==> src/rtl/srate_div.sv <==
`timescale 1ns/1ps
module srate_div #(
  parameter int CW = 3,
  parameter int AW = 4
) (
  input  logic          clk,
  input  logic          rst_n,
  input  logic [1:0]    pre_sel,
  input  logic          clk_inv,
  input  logic [CW-1:0] adc_code,
  input  logic [CW-1:0] dac_code,
  output logic          sys_en,
  output logic          adc_stb,
  output logic          dac_stb,
  output logic          adc_err,
  output logic          dac_err
);
  localparam logic [CW-1:0] RSV = '1;
  localparam logic [AW:0]   STEP = 2;

  logic div2, ph;
  logic [1:0][CW-1:0] code;
  logic [1:0] stb, err;

  always_ff @(posedge clk or negedge rst_n)
    if (!rst_n) begin
      div2 <= 1'b0;
      ph   <= 1'b0;
    end else begin
      ph <= ~ph;
      if (pre_sel == 2'b00)      div2 <= 1'b0;
      else if (pre_sel == 2'b10) div2 <= 1'b1;
    end

  assign sys_en = div2 ? (ph ^ clk_inv) : 1'b1;
  assign code   = {dac_code, adc_code};

  function automatic logic [AW-1:0] half_steps(input logic [CW-1:0] c);
    case (c)
      3'd0:    return 4'd2;
      3'd1:    return 4'd3;
      3'd2:    return 4'd4;
      3'd3:    return 4'd6;
      3'd4:    return 4'd8;
      3'd5:    return 4'd11;
      default: return 4'd12;
    endcase
  endfunction

  for (genvar g = 0; g < 2; g++) begin : g_ch
    logic [AW-1:0] lim, acc, want;
    logic [AW:0]   nxt;
    logic          ok, hit, err_q;

    assign want = half_steps(code[g]);
    assign ok   = code[g] != RSV;
    assign nxt  = {1'b0, acc} + STEP;
    assign hit  = sys_en && (nxt >= {1'b0, lim});

    always_ff @(posedge clk or negedge rst_n)
      if (!rst_n) begin
        lim   <= 4'd2;
        acc   <= '0;
        err_q <= 1'b0;
      end else begin
        if (!ok) err_q <= 1'b1;
        if (sys_en) begin
          if (hit) begin
            if (ok && want != lim) begin
              lim <= want;
              acc <= '0;
            end else begin
              acc <= AW'(nxt - {1'b0, lim});
            end
          end else begin
            acc <= nxt[AW-1:0];
          end
        end
      end

    assign stb[g] = hit;
    assign err[g] = err_q;
  end

  assign adc_stb = stb[0];
  assign dac_stb = stb[1];
  assign adc_err = err[0];
  assign dac_err = err[1];
endmodule


==> config.mk <==
export PLATFORM = sky130hd
export DESIGN_NAME = srate_div
export DESIGN_NICKNAME = d
export VERILOG_FILES = /design/src/rtl/srate_div.sv
export SDC_FILE = /design/constraint.sdc
export NUM_CORES = 1
export LEC_CHECK = 0
export BUFFER_PORTS_ARGS = -buffer_cell sky130_fd_sc_hd__buf_2
export CAP_MARGIN = 5
export CORE_MARGIN = 2
export CORE_UTILIZATION = 30
export DETAILED_ROUTE_END_ITERATION = 12
export PLACE_DENSITY = 0.53
export SLEW_MARGIN = 20
export SYNTH_ARGS = -nofsm -noshare
export SYNTH_HDL_FRONTEND = slang
export SYNTH_SLANG_ARGS = --single-unit
==> constraint.sdc <==
create_clock -name clk -period 2.9 [get_ports clk]
set_clock_uncertainty 0.2 [all_clocks]
set_input_delay 0 -clock clk [delete_from_list [all_inputs] [get_ports clk]]
set_output_delay 0 -clock clk [all_outputs]
set_load 0.005 [all_outputs]
==> results.cfg <==
[pwr]
powerDensity_nw_per_um2 = 1270
p_switching_mw = 0.948
sw_frac_of_total = 0.421
p_clk_frac = 0.126
power.internal_mw = 1.30
p_seq_frac = 0.233
p_leak_nw = 0.802
combinationalPowerShare = 0.641
ir_drop_mv = 0.577

[final_layout]
multiInputGateArea_sq_um = 851
nets = 207
fin_cells = 237
syn2layout_area_growth_pct = 21.7
final_util = 0.377
fillers = 464
drive_above_1_share = 0.197
seq_area_sq_um = 503
antenna_cells = 0
mostFrequentLayoutCell = dfrtp_1
final_cell_mix = 18 x dfrtp_1, 17 x inv_1, 15 x buf_2

[timing]
min_period_ns = 2.59
max_clock_freq_mhz = 386
hold_violations = 0
tightest_slew_ns = 0.480
maxSlewViolCount = 0
tns_ns = 0
min_period_over_period = 0.894
setup_violations = 0
max_slew_margin = 0.680
rsz0062_at_grt = false

[worst_setup_path]
critPathLaunchType = flop
slowest_stage = dlygate4sd3_1
critical_path.max_stage_delay_ns = 0.55
critPathKind = reg2reg
path_buf_inv = 1
reg2reg_to = g_ch[1].lim[1]$_DFFE_PN1P_
crit_path_cell_trace = ha_1 -> xor2_1 -> ha_1 -> o21ai_0 -> o21ai_0 -> and2_2 -> a21oi_1 -> a21oi_1 -> dlygate4sd3_1
rrSetupSlack_ns = 0.31
r2r_cells = 9
cp.required_ns = 2.90
reg2reg_from = g_ch[1].acc[1]$_DFFE_PN0P_
critPathArrivalTime_ns = 2.59
cp_max_fo = 6
end_kind = flop
startpoint = g_ch[1].acc[1]$_DFFE_PN0P_
path_delay_family = buffers and inverters

[global_routing]
antenna_found_initial = 0
grt_overflow = 0
grt_max_degree = 21
grt.total_usage = 0.125
grt_pass1_vias = 1134
grt_pass1_wl_um = 5180

[route]
viasPerCell = 4.96
drt-met1-wl_um = 1540
wl_met2_um = 1310
drt_iter0_drc = 54
drtPass1Iterations = 4
wl_per_cell_um = 12.5
met3WireLength_um = 76
top_layer = met4
num_vias = 1176
routed_wirelength_um = 2950
post-route-drc-count = 0
drtAntennaViolNets = 0

[die]
fp-row-count = 25
coreArea_sq_um = 4690
start_util = 0.310
ios = 16
fp.dieH_um = 73.6
dieArea_sq_um = 5420
fp.dieW_um = 73.6

[synth]
synth_flop_cell = dfrtp_1
synth.ff_latch_count = 20
yosys-top-cells-area = dfrtp_1 31%, ha_1 8.6%, inv_1 4.4%, dfstp_2 3.6%, xnor2_1 3.6%
syn_nets = 179
ys_types = 44
netlist_area_sq_um = 1460
synth_edf_count = 0
synthArstFlopShare = 1.00
netlist_instances = 156
seq_area_frac_synth = 0.346
synth_top_area_share = 0.310
syn_avg_cell_area_sq_um = 9.33
synth_warnings = 0
synth_top_area_cell = dfrtp_1

[clock_tree]
root_buffer = clkbuf_8
cts_tree = yes
post_cts_buffers = 0
clk_latency_ns = 0.26
ctsHtreeMaxLevel = 1
clk_pin_slew_worst_paths_ns = 0.08
numCtsBuffers = 3
cts_buffer_depth = 2
cts_sinks = 20

[placement]
place.gp.congestion = 0.808
dp_cells = 221
dp_hpwl_um = 2130
io_buffers = 15

[job]
cap_violations = 0

[status]
status = finished clean

[worst_hold_path]
hp-class = in2async
-- final cells by class --
class / count / area share
tap: 54 / 0.0382
sequential: 20 / 0.284
timing repair buffer: 29 / 0.119
multi-input combinational: 112 / 0.481
clock inverter: 1 / 0.0170
inverter: 18 / 0.0382
clock buffer: 3 / 0.0233
-- metal layers --
layer  up-vias  GRT usage
li1        610          -
met1       549      0.168
met2        15      0.196
met3         2     0.0329
met4         0     0.0364
met5         -          0
-- synthesized netlist by cell type (4+ instances only) --
master,number
o21ai_0,6
dfrtp_1,18
xnor2_1,6
xor2_1,5
a21oi_1,9
nand2_1,10
nand2b_1,5
ha_1,10
buf_2,4
o22ai_1,6
inv_1,17
nor2_1,7
-- power by group through the flow --
| stage | Sequential [mW] | Combinational [mW] | Clock [mW] |
|---|---|---|---|
| 2_1_floorplan | 0.504 | 1.13 | 0 |
| 3_3_place_gp | 0.530 | 1.42 | 0 |
| 3_5_place_dp | 0.529 | 1.41 | 0 |
| 4_1_cts | 0.527 | 1.45 | 0.294 |
| 5_1_grt | 0.546 | 1.65 | 0.307 |
| 6_report | 0.525 | 1.44 | 0.283 |
-- worst max-delay path by stage --
stage	endpoint	slack (ns)	depth (start not counted)
6_report	g_ch[1].lim[1]$_DFFE_PN1P_	0.31	9
3_5_place_dp	g_ch[0].lim[3]$_DFFE_PN0P_	0.37	7
4_1_cts	g_ch[1].lim[1]$_DFFE_PN1P_	0.21	9
2_1_floorplan	g_ch[0].lim[3]$_DFFE_PN0P_	0.54	7
3_3_place_gp	g_ch[0].acc[1]$_DFFE_PN0P_	0.40	8
5_1_grt	g_ch[0].acc[1]$_DFFE_PN0P_	0.08	8
-- sequential cells by signal, indices dropped and copies added, names as in the netlist --
| name | cells |
|---|---|
| ph | 1 |
| g_ch.lim | 8 |
| adc_err | 1 |
| div2 | 1 |
| g_ch.acc | 8 |
| dac_err | 1 |
-- through the flow --
step,hold slack (ns),setup slack [ns],power (mW),instance area (sq um)
after floorplan,-0.496,0.537,1.63,1460
after CTS,0.0296,0.207,2.27,1770
after detailed placement,-0.209,0.368,1.94,1580
final,0.0195,0.309,2.25,1770
after global routing,0.0613,0.0790,2.50,1770
after global placement,-0.214,0.403,1.95,1580
-- cells by family (layout without fill, tap and decap cells) --
| group | after synthesis | count (layout) | share of synthesized area |
|---|---|---|---|
| xor gates and xnor gates | 11 | 11 | 0.0662 |
| and+or+nand+nor | 45 | 45 | 0.175 |
| adders and majority gates | 12 | 12 | 0.114 |
| DFF | 20 | 20 | 0.346 |
| buffers and inverters | 24 | 51 | 0.0705 |
| muxes | 8 | 8 | 0.0679 |
| AOI/OAI and AO/OA | 36 | 36 | 0.162 |
-- what timing repair did --
item	in CTS	in global routing
gates resized for setup	0	1
endpoints found under the setup margin	0	1
hold buffers	12	0
endpoints found under the hold margin	31	0
No activity file was read; power rests on OpenSTA's default activity.
